## config.mk

```make
export PLATFORM = sky130hd
export DESIGN_NAME = pulse_vol_ctrl
export DESIGN_NICKNAME = d
export VERILOG_FILES = /design/src/rtl/pvc_pkg.sv /design/src/rtl/pvc_edge_sync.sv /design/src/rtl/pvc_coinc.sv /design/src/rtl/pvc_vol_reg.sv /design/src/rtl/pulse_vol_ctrl.sv
export SDC_FILE = /design/constraint.sdc
export NUM_CORES = 1
export LEC_CHECK = 0
export ABC_CLOCK_PERIOD_IN_PS = 5300
export BUFFER_PORTS_ARGS = -buffer_cell sky130_fd_sc_hd__buf_4
export CAP_MARGIN = 10
export CORE_MARGIN = 2
export CORE_UTILIZATION = 45
export DETAILED_ROUTE_END_ITERATION = 7
export PLACE_DENSITY = 0.65
export SYNTH_ARGS = -nofsm -noshare
export SYNTH_HDL_FRONTEND = slang
export SYNTH_SLANG_ARGS = --single-unit
```

## constraint.sdc

```tcl
create_clock -name clk -period 5.3 [get_ports clk]
set_input_delay 0.265 -clock clk [delete_from_list [all_inputs] [get_ports clk]]
set_output_delay 0.265 -clock clk [all_outputs]
set_load 0.03 [all_outputs]
```

## src/rtl/pvc_pkg.sv

```systemverilog
package pvc_pkg;
    typedef enum logic [1:0] {
        EV_NONE  = 2'd0,
        EV_UP    = 2'd1,
        EV_DN    = 2'd2,
        EV_UNITY = 2'd3
    } vol_ev_e;

    typedef enum logic [1:0] {
        CW_IDLE = 2'd0,
        CW_UP   = 2'd1,
        CW_DN   = 2'd2
    } cw_state_e;
endpackage

```

## src/rtl/pvc_edge_sync.sv

```systemverilog
module pvc_edge_sync #(
    parameter int STAGES = 2
) (
    input  logic clk,
    input  logic rst_n,
    input  logic pin,
    output logic rise
);
    typedef struct packed {
        logic [STAGES-1:0] sh;
        logic              prev;
    } sync_t;

    sync_t st_d, st_q;

    always_comb begin
        st_d      = st_q;
        st_d.sh   = {st_q.sh[STAGES-2:0], pin};
        st_d.prev = st_q.sh[STAGES-1];
        rise      = st_q.sh[STAGES-1] & ~st_q.prev;
    end

    always_ff @(posedge clk or negedge rst_n) begin
        if (!rst_n) st_q <= '0;
        else        st_q <= st_d;
    end

    // a held level gives a single detected edge
    assert_single_rise_R11: assert property (@(posedge clk) disable iff (!rst_n)
        rise |=> !rise);
endmodule

```

## src/rtl/pvc_coinc.sv

```systemverilog
module pvc_coinc
    import pvc_pkg::*;
#(
    parameter int WIN = 4
) (
    input  logic    clk,
    input  logic    rst_n,
    input  logic    en,
    input  logic    up_rise,
    input  logic    dn_rise,
    output vol_ev_e ev
);
    localparam int CNT_W = $clog2(WIN) + 1;

    typedef struct packed {
        cw_state_e        st;
        logic [CNT_W-1:0] cnt;
        vol_ev_e          ev;
    } cw_t;

    cw_t cw_d, cw_q;

    always_comb begin
        cw_d    = cw_q;
        cw_d.ev = EV_NONE;
        if (!en) begin
            cw_d.st  = CW_IDLE;
            cw_d.cnt = '0;
        end else begin
            case (cw_q.st)
                CW_IDLE: begin
                    if (up_rise && dn_rise) begin
                        cw_d.ev = EV_UNITY;
                    end else if (up_rise) begin
                        cw_d.st  = CW_UP;
                        cw_d.cnt = CNT_W'(1);
                    end else if (dn_rise) begin
                        cw_d.st  = CW_DN;
                        cw_d.cnt = CNT_W'(1);
                    end
                end
                CW_UP, CW_DN: begin
                    if ((cw_q.st == CW_UP && dn_rise) || (cw_q.st == CW_DN && up_rise)) begin
                        cw_d.ev  = EV_UNITY;
                        cw_d.st  = CW_IDLE;
                        cw_d.cnt = '0;
                    end else if (cw_q.cnt == CNT_W'(WIN - 1)) begin
                        cw_d.ev  = (cw_q.st == CW_UP) ? EV_UP : EV_DN;
                        cw_d.st  = CW_IDLE;
                        cw_d.cnt = '0;
                    end else begin
                        cw_d.cnt = cw_q.cnt + CNT_W'(1);
                    end
                end
                default: begin
                    cw_d.st  = CW_IDLE;
                    cw_d.cnt = '0;
                end
            endcase
        end
    end

    always_ff @(posedge clk or negedge rst_n) begin
        if (!rst_n) cw_q <= '{st: CW_IDLE, cnt: '0, ev: EV_NONE};
        else        cw_q <= cw_d;
    end

    assign ev = cw_q.ev;

    // edges that land together produce the joint event
    assert_joint_same_cycle_R4: assert property (@(posedge clk) disable iff (!rst_n)
        (en && cw_q.st == CW_IDLE && up_rise && dn_rise) |=> ev == EV_UNITY);

    // no event leaves while the strap is low
    assert_quiet_when_off_R10: assert property (@(posedge clk) disable iff (!rst_n)
        !en |=> ev == EV_NONE);

    // an opposite edge inside an open window never yields a step
    assert_window_joint_R5: assert property (@(posedge clk) disable iff (!rst_n)
        (en && cw_q.st == CW_UP && dn_rise) |=> ev == EV_UNITY);
endmodule

```

## src/rtl/pvc_vol_reg.sv

```systemverilog
module pvc_vol_reg
    import pvc_pkg::*;
#(
    parameter int CODE_W    = 9,
    parameter int CODE_MIN  = -200,
    parameter int CODE_MAX  = 0,
    parameter int CODE_INIT = -120,
    parameter int CODE_UNIT = 0
) (
    input  logic                     clk,
    input  logic                     rst_n,
    input  logic                     en,
    input  vol_ev_e                  ev,
    output logic signed [CODE_W-1:0] code,
    output logic                     upd,
    output logic                     amp_en
);
    localparam logic signed [CODE_W-1:0] MIN_C  = CODE_W'(CODE_MIN);
    localparam logic signed [CODE_W-1:0] MAX_C  = CODE_W'(CODE_MAX);
    localparam logic signed [CODE_W-1:0] INIT_C = CODE_W'(CODE_INIT);
    localparam logic signed [CODE_W-1:0] UNIT_C = CODE_W'(CODE_UNIT);

    typedef struct packed {
        logic signed [CODE_W-1:0] code;
        logic                     upd;
        logic                     amp_en;
    } vr_t;

    vr_t vr_d, vr_q;
    logic signed [CODE_W-1:0] nxt;

    always_comb begin
        nxt = vr_q.code;
        case (ev)
            EV_UP:    if (vr_q.code < MAX_C) nxt = vr_q.code + CODE_W'(1);
            EV_DN:    if (vr_q.code > MIN_C) nxt = vr_q.code - CODE_W'(1);
            EV_UNITY: nxt = UNIT_C;
            default:  nxt = vr_q.code;
        endcase
        vr_d.code   = nxt;
        vr_d.upd    = (nxt != vr_q.code);
        vr_d.amp_en = en;
    end

    always_ff @(posedge clk or negedge rst_n) begin
        if (!rst_n) vr_q <= '{code: INIT_C, upd: 1'b0, amp_en: 1'b0};
        else        vr_q <= vr_d;
    end

    assign code   = vr_q.code;
    assign upd    = vr_q.upd;
    assign amp_en = vr_q.amp_en;

    // code stays between the limits
    assert_in_range_R8: assert property (@(posedge clk) disable iff (!rst_n)
        code >= MIN_C && code <= MAX_C);

    // strobe marks exactly the cycles where the code moved
    assert_strobe_on_change_R9: assert property (@(posedge clk) disable iff (!rst_n)
        1'b1 |=> (upd == (code != $past(code))));

    // joint event lands on unity
    assert_unity_code_R4: assert property (@(posedge clk) disable iff (!rst_n)
        ev == EV_UNITY |=> code == UNIT_C);

    // an up event below the ceiling moves by one
    assert_up_step_R2: assert property (@(posedge clk) disable iff (!rst_n)
        (ev == EV_UP && code < MAX_C) |=> code == $past(code) + CODE_W'(1));

    // a down event above the floor moves by one
    assert_dn_step_R3: assert property (@(posedge clk) disable iff (!rst_n)
        (ev == EV_DN && code > MIN_C) |=> code == $past(code) - CODE_W'(1));
endmodule

```

## src/rtl/pulse_vol_ctrl.sv

```systemverilog
module pulse_vol_ctrl
    import pvc_pkg::*;
#(
    parameter int CODE_W      = 9,
    parameter int CODE_MIN    = -200,
    parameter int CODE_MAX    = 0,
    parameter int CODE_INIT   = -120,
    parameter int WIN         = 4,
    parameter int SYNC_STAGES = 2
) (
    input  logic                     clk,
    input  logic                     rst_n,
    input  logic                     ctl_bus_off,
    input  logic                     vol_dn_pin,
    input  logic                     vol_up_pin,
    output logic signed [CODE_W-1:0] amp_vol_code,
    output logic                     amp_vol_en,
    output logic                     vol_upd
);
    localparam int N_PINS  = 2;
    localparam int IDX_DN  = 0;
    localparam int IDX_UP  = 1;

    logic [N_PINS-1:0] pin_v;
    logic [N_PINS-1:0] rise_v;
    vol_ev_e           ev;

    assign pin_v[IDX_DN] = vol_dn_pin;
    assign pin_v[IDX_UP] = vol_up_pin;

    for (genvar i = 0; i < N_PINS; i++) begin : g_sync
        pvc_edge_sync #(.STAGES(SYNC_STAGES)) u_sync (
            .clk  (clk),
            .rst_n(rst_n),
            .pin  (pin_v[i]),
            .rise (rise_v[i])
        );
    end

    pvc_coinc #(.WIN(WIN)) u_coinc (
        .clk    (clk),
        .rst_n  (rst_n),
        .en     (ctl_bus_off),
        .up_rise(rise_v[IDX_UP]),
        .dn_rise(rise_v[IDX_DN]),
        .ev     (ev)
    );

    pvc_vol_reg #(
        .CODE_W   (CODE_W),
        .CODE_MIN (CODE_MIN),
        .CODE_MAX (CODE_MAX),
        .CODE_INIT(CODE_INIT),
        .CODE_UNIT(0)
    ) u_vol (
        .clk   (clk),
        .rst_n (rst_n),
        .en    (ctl_bus_off),
        .ev    (ev),
        .code  (amp_vol_code),
        .upd   (vol_upd),
        .amp_en(amp_vol_en)
    );
endmodule

```

==> out/qor.csv, run 1 <==
metric,value,unit
status,"complete, no violations",
number of synthesized flops with an enable pin,0,
final hold violation count,0,
crit start category,register,
max-slew violation count,0,
FMAX,452,MHz
clk slew on worst S/H paths,0.14,ns
Worst EP arrival,2.41,ns
Detail Route Antenna Nets,0,
worst-path fanout max,25,
Clock Skew,0.00290,ns
first-pass GRT wire length,5910,um
clock insertion delay at the later pin of the skew report,0.31,ns
GPL Wtd Cong,0.857,
largest net degree at the start of global routing,26,
Hold WC Path Type,primary input to register,
Main synth FF type,dfrtp_1,
ranking of synthesized cells by area,"dfrtp_1, ha_1, dfstp_2, nor2_1, o21ai_0",
crit path kind,register to register,
routed length per instance,15.1,um
DIE AREA,4010,um2
DRT Pass-1 Iters,5,
Clock Path Buffers,2,
CTS tree,built,
final core occ,52.2,%
Max Cap Viol,0,
site row count,21,
synth warn,0,
# nets final,197,
Flop pwr share,43.8,%
postcts setup bufs,0,
width of the die,63.3,um
IO Pins,16,
core footprint,3360,um2
Least-Margin Pin Slew,0.736,ns
Initial Util,47.1,%
number of global-route vias before repair,1273,
CTS buffer count,3,
port buffer count,15,
pwr dens,346,nW/um2
Worst slew margin,50.9,%
CTS resizes,0,
cell taking the most area after synthesis,dfrtp_1,
chip height,63.3,um
"commonest non-fill, non-tap cell in the layout",dfrtp_1,
Post-Route WL,3480,um
CTS HTree Levels,1,
"commonest cells after routing, fill and taps aside","dfrtp_1, nor2_1, buf_4",
synth unique cells,51,
P_leak,0.737,nW
antenna cells,0,
Mean Syn Cell Area,9.04,um2
clock share of power,22.1,%
Synth Cell Area,1580,um2
vias per cell,5.98,
Switching Share,37.8,%
Internal,0.378,mW
DRC Markers,0,
global route overflow,0,
"Seq/Total Area, Yosys",38.2,%
Synth top area share,33.2,%
CP Capture Type,register,
Post-Place Worst Slack,3.16,ns
Critical Path RT,5.50,ns
asr flop ratio synth,100,%
DRT iter0 DRCs,83,
Logic pwr share,34.0,%
DP Wirelength,2460,um
vias after detailed routing,1376,
setup_tns,0,ns
layout cells sized above 1,19.0,%
"Setup violations, final",0,
setup repair after global routing missed its margin,no,
Clock Sink Count,24,
syn nets,187,
initial antenna violation count,0,
Mapped Cells,175,
final setup margin,3.09,ns
VDD IR max,198,uV
Seq cells post-synth,24,
gr usage total,18.4,%
root buffer cell,clkbuf_4,
Sw Pwr,0.230,mW
Final period util,41.8,%
area grow syn2layout,10.9,%
final worst path period need,2.21,ns
## critical path, cell delays in order (launching register included)
cell	delay, ns
dfrtp_1	0.85
or4b_4	0.57
nor3_2	0.17
o22ai_2	0.12
a221oi_2	0.25
nand4_1	0.14
## power by group through the flow
stage / Sequential [mW] / Clock [mW] / Combinational (mW)
floorplan: 0.263 / 0 / 0.160
global placement: 0.266 / 0 / 0.201
detailed placement: 0.268 / 0 / 0.206
CTS: 0.265 / 0.137 / 0.207
global route: 0.272 / 0.146 / 0.230
finish: 0.266 / 0.134 / 0.207
## cell usage after synthesis, types with 2 or more instances
cell / n
a21oi_1: 10
buf_6: 2
o21bai_1: 2
nand3_1: 9
dfrtp_1: 21
clkbuf_1: 4
ha_1: 7
a31o_2: 2
nor2b_1: 6
o32ai_1: 2
nand2_1: 8
nor3_1: 9
nand2b_1: 7
inv_1: 9
buf_1: 2
o21ai_0: 11
buf_2: 3
mux2i_1: 2
nor2_1: 15
dfstp_2: 3
nand4_1: 3
o21a_1: 5
a22o_1: 3
a2bb2oi_1: 3
## cell type report
type	instances	area (um2)
clock buffer	3	22.5
clock inverter	1	30.0
fill	334	1610
inverter	9	33.8
multi-input combinational	131	885
sequential	24	604
tap	46	57.6
timing repair buffer	16	123
## worst paths after layout
check                                                    from                                 end  slack (ns)  cells past startpoint
setup / recovery                      u_coinc.ev[1]$_DFF_PN0_                 u_vol.upd$_DFF_PN0_        3.09                      5
hold / removal                                     vol_dn_pin  g_sync[0].u_sync.st_d[2]$_DFF_PN0_        0.04                      1
setup reg to reg                      u_coinc.ev[1]$_DFF_PN0_                 u_vol.upd$_DFF_PN0_        3.09                      5
hold reg to reg            g_sync[0].u_sync.st_d[2]$_DFF_PN0_  g_sync[0].u_sync.st_d[0]$_DFF_PN0_        0.37                      0
max in group asynchronous                               rst_n             u_vol.code[3]$_DFF_PN1_        4.64                      2
min in group asynchronous                               rst_n             u_vol.code[1]$_DFF_PN0_        0.37                      2
## through the flow
| step | power [mW] | hold WS, ns | cells | area, um2 |
|---|---|---|---|---|
| final | 0.608 | 0.0441 | 230 | 1760 |
| after global routing | 0.648 | 0.0163 | 230 | 1760 |
| after CTS | 0.609 | 0.0337 | 230 | 1760 |
| after detailed placement | 0.474 | 0.187 | 225 | 1690 |
| after global placement | 0.467 | 0.181 | 225 | 1690 |
| after floorplan | 0.423 | -0.0306 | 175 | 1580 |
## sequential cells by signal, indices dropped and copies added, names as in the netlist
register,flops
u_coinc.ev,2
g_sync.u_sync.st_d,4
u_coinc.cw_q,5
u_vol.upd,1
u_vol.code,9
g_sync.u_sync.st_q,2
u_vol.amp_en,1
## metal layers
layer,vias up,track usage (%),wire (um)
met4,0,6.25,19
met2,50,26.7,1570
met3,2,3.57,225
met5,-,0,0
met1,661,27.4,1670
li1,663,-,-
## cells by family (layout without fill, tap and decap cells)
kind of cell,after synthesis,after routing,synth area share [%]
and+or+nand+nor,69,69,24.8
adders and majority gates,7,7,5.53
DFF,24,24,38.2
AOI/OAI and AO/OA,53,53,24.3
muxes,2,2,1.26
buffers and inverters,20,29,5.93
## repair_timing
action	in CTS	in global routing
hold endpoints to repair	21	0
hold buffers	1	0
setup endpoints to repair	0	0
Note: power is estimated with default switching activity, not from simulation.
==> run 2: changes to the inputs <==
--- a/config.mk
+++ b/config.mk
@@ -5,7 +5,7 @@
 export SDC_FILE = /design/constraint.sdc
 export NUM_CORES = 1
 export LEC_CHECK = 0
-export ABC_CLOCK_PERIOD_IN_PS = 5300
+export ABC_CLOCK_PERIOD_IN_PS = 2300
 export BUFFER_PORTS_ARGS = -buffer_cell sky130_fd_sc_hd__buf_4
 export CAP_MARGIN = 10
 export CORE_MARGIN = 2
==> constraint.sdc (replaced) <==
create_clock -name clk -period 2.3 [get_ports clk]
set_input_delay 0.115 -clock clk [delete_from_list [all_inputs] [get_ports clk]]
set_output_delay 0.115 -clock clk [all_outputs]
set_load 0.03 [all_outputs]
==> out/qor.csv, run 2 (synthesis results as in run 1) <==
metric,value,unit,change
final worst path period need,1.99,ns,-0.220 ns
setup repair after global routing missed its margin,no,,
Least-Margin Pin Slew,0.426,ns,-0.310 ns
root buffer cell,clkbuf_4,,
chip height,63.3,um,unchanged
core footprint,3360,um2,unchanged
vias per cell,5.96,,-0.41%
FF-to-FF path depth,5,,unchanged
max FFs per register,9,,unchanged
"commonest non-fill, non-tap cell in the layout",dfrtp_1,,
layout cells sized above 1,19.9,%,+0.87 points
clk slew on worst S/H paths,0.14,ns,about the same
largest net degree at the start of global routing,25,,-3.8%
site row count,21,,unchanged
post-cts hold buffer count,4,,+3
routed length per instance,15.2,um,+0.50%
CTS tree,built,,
setup_tns,0,ns,unchanged
worst stage delay on the critical path,0.70,ns,-0.15 ns
kind of cell adding the most delay to the critical path,flip-flops,,
# nets final,204,,+3.6%
Detail Route Antenna Nets,0,,unchanged
port buffer count,15,,unchanged
Worst R2R Start,u_vol.code[8]$_DFF_PN1_,,
Critical Path RT,2.54,ns,-2.96 ns
final hold violation count,0,,unchanged
Worst slew margin,71.4,%,+20 points
crit path kind,register to register,,
IO Pins,16,,unchanged
Hold WC Path Type,primary input to asynchronous set/reset pin,,
Clock Skew,0.0294,ns,+0.0265 ns
P_leak,0.757,nW,+2.7%
VDD IR max,503,uV,+150%
Worst EP arrival,2.23,ns,-0.18 ns
DRC Markers,0,,unchanged
cells along the critical path,nor3b_2 > o21ai_2 > and3_1 > a22o_1 > o21a_1,,
postcts setup bufs,0,,unchanged
final core occ,53.2,%,+1.0 points
DRT Pass-1 Iters,4,,-1
width of the die,63.3,um,unchanged
Max Cap Viol,0,,unchanged
"Slowest-stage cell, CP",dfstp_2,,
DRT iter0 DRCs,112,,+35%
antenna cells,0,,unchanged
Clock Sink Count,24,,unchanged
Bufs and invs on worst path,0,,unchanged
pwr dens,726,nW/um2,+110%
crit start category,register,,
gr usage total,19.7,%,+1.2 points
CTS HTree Levels,1,,unchanged
GPL Wtd Cong,0.952,,+11%
Biggest register,u_vol.code,,
max-slew violation count,0,,unchanged
Clock Path Buffers,2,,unchanged
Initial Util,47.1,%,unchanged
"Setup violations, final",0,,unchanged
first-pass GRT wire length,6310,um,+6.8%
clock insertion delay at the later pin of the skew report,0.32,ns,about the same
CP Capture Type,register,,
FMAX,501,MHz,+11%
CTS resizes,0,,unchanged
reg2reg setup slack,0.31,ns,-2.78 ns
Post-Route WL,3610,um,+3.6%
worst-path fanout max,15,,-40%
"commonest cells after routing, fill and taps aside","dfrtp_1, buf_4, nor2_1",,
global route overflow,0,,unchanged
status,"complete, no violations",,
number of global-route vias before repair,1378,,+8.2%
initial antenna violation count,0,,unchanged
DP Wirelength,2630,um,+6.9%
r2r endpoint,u_vol.code[3]$_DFF_PN1_,,
area grow syn2layout,13.0,%,
vias after detailed routing,1412,,+2.6%
DIE AREA,4010,um2,unchanged
CTS buffer count,3,,unchanged
Final period util,86.7,%,+45 points
fillers,344,,+3.0%
run 2: report_power, final:
group	switching [mW]	total, mW	leakage (nW)	internal, mW
logic	0.298	0.512	0.451	0.214
registers	0.107	0.600	0.291	0.492
clock network	0.120	0.188	0.0150	0.0677
run 2: stage by stage:
stage	hold slack [ns]	cell area (um2)	total power, mW	worst slack [ns]	cells
after floorplan	-0.181	1580	0.975	0.400	175
after global placement	0.0331	1720	1.09	0.414	229
after detailed placement	0.0355	1720	1.11	0.403	229
after CTS	0.209	1790	1.31	0.354	237
after global routing	0.225	1790	1.40	0.212	237
final	0.212	1790	1.30	0.305	237
run 2: layout make-up:
type / count / area (um2) / area share (%)
flip-flops and latches: 24 / 604 / 33.8
well taps: 46 / 57.6 / 3.22
repair buffers: 23 / 183 / 10.2
clock buffers: 4 / 26.3 / 1.47
multi-input cells: 131 / 885 / 49.4
inverters: 9 / 33.8 / 1.89
run 2: worst reg2reg max path, cell delays in order (launching register included):
cell and delay, ns:
dfstp_2 0.70, nor3b_2 0.44, o21ai_2 0.19, and3_1 0.24, a22o_1 0.17, o21a_1 0.17
run 2: worst max path at each step:
stage                       startpoint                 endpoint  slack (ns)  depth (start not counted)
5_1_grt        u_vol.code[8]$_DFF_PN1_  u_vol.code[3]$_DFF_PN1_        0.21                          5
2_1_floorplan  u_vol.code[1]$_DFF_PN0_  u_vol.code[1]$_DFF_PN0_        0.40                          7
3_5_place_dp   u_vol.code[8]$_DFF_PN1_  u_vol.code[3]$_DFF_PN1_        0.40                          5
4_1_cts        u_vol.code[8]$_DFF_PN1_  u_vol.code[3]$_DFF_PN1_        0.35                          5
3_3_place_gp   u_vol.code[1]$_DFF_PN0_  u_vol.code[1]$_DFF_PN0_        0.41                          7
6_report       u_vol.code[8]$_DFF_PN1_  u_vol.code[3]$_DFF_PN1_        0.31                          5
run 2: layer usage:
layer	vias to the layer above	routed length [um]	GRT usage, %
met5	-	0	0
met4	0	31	4.08
met3	6	312	5.18
met2	70	1640	31.1
met1	661	1630	27.3
li1	675	-	-
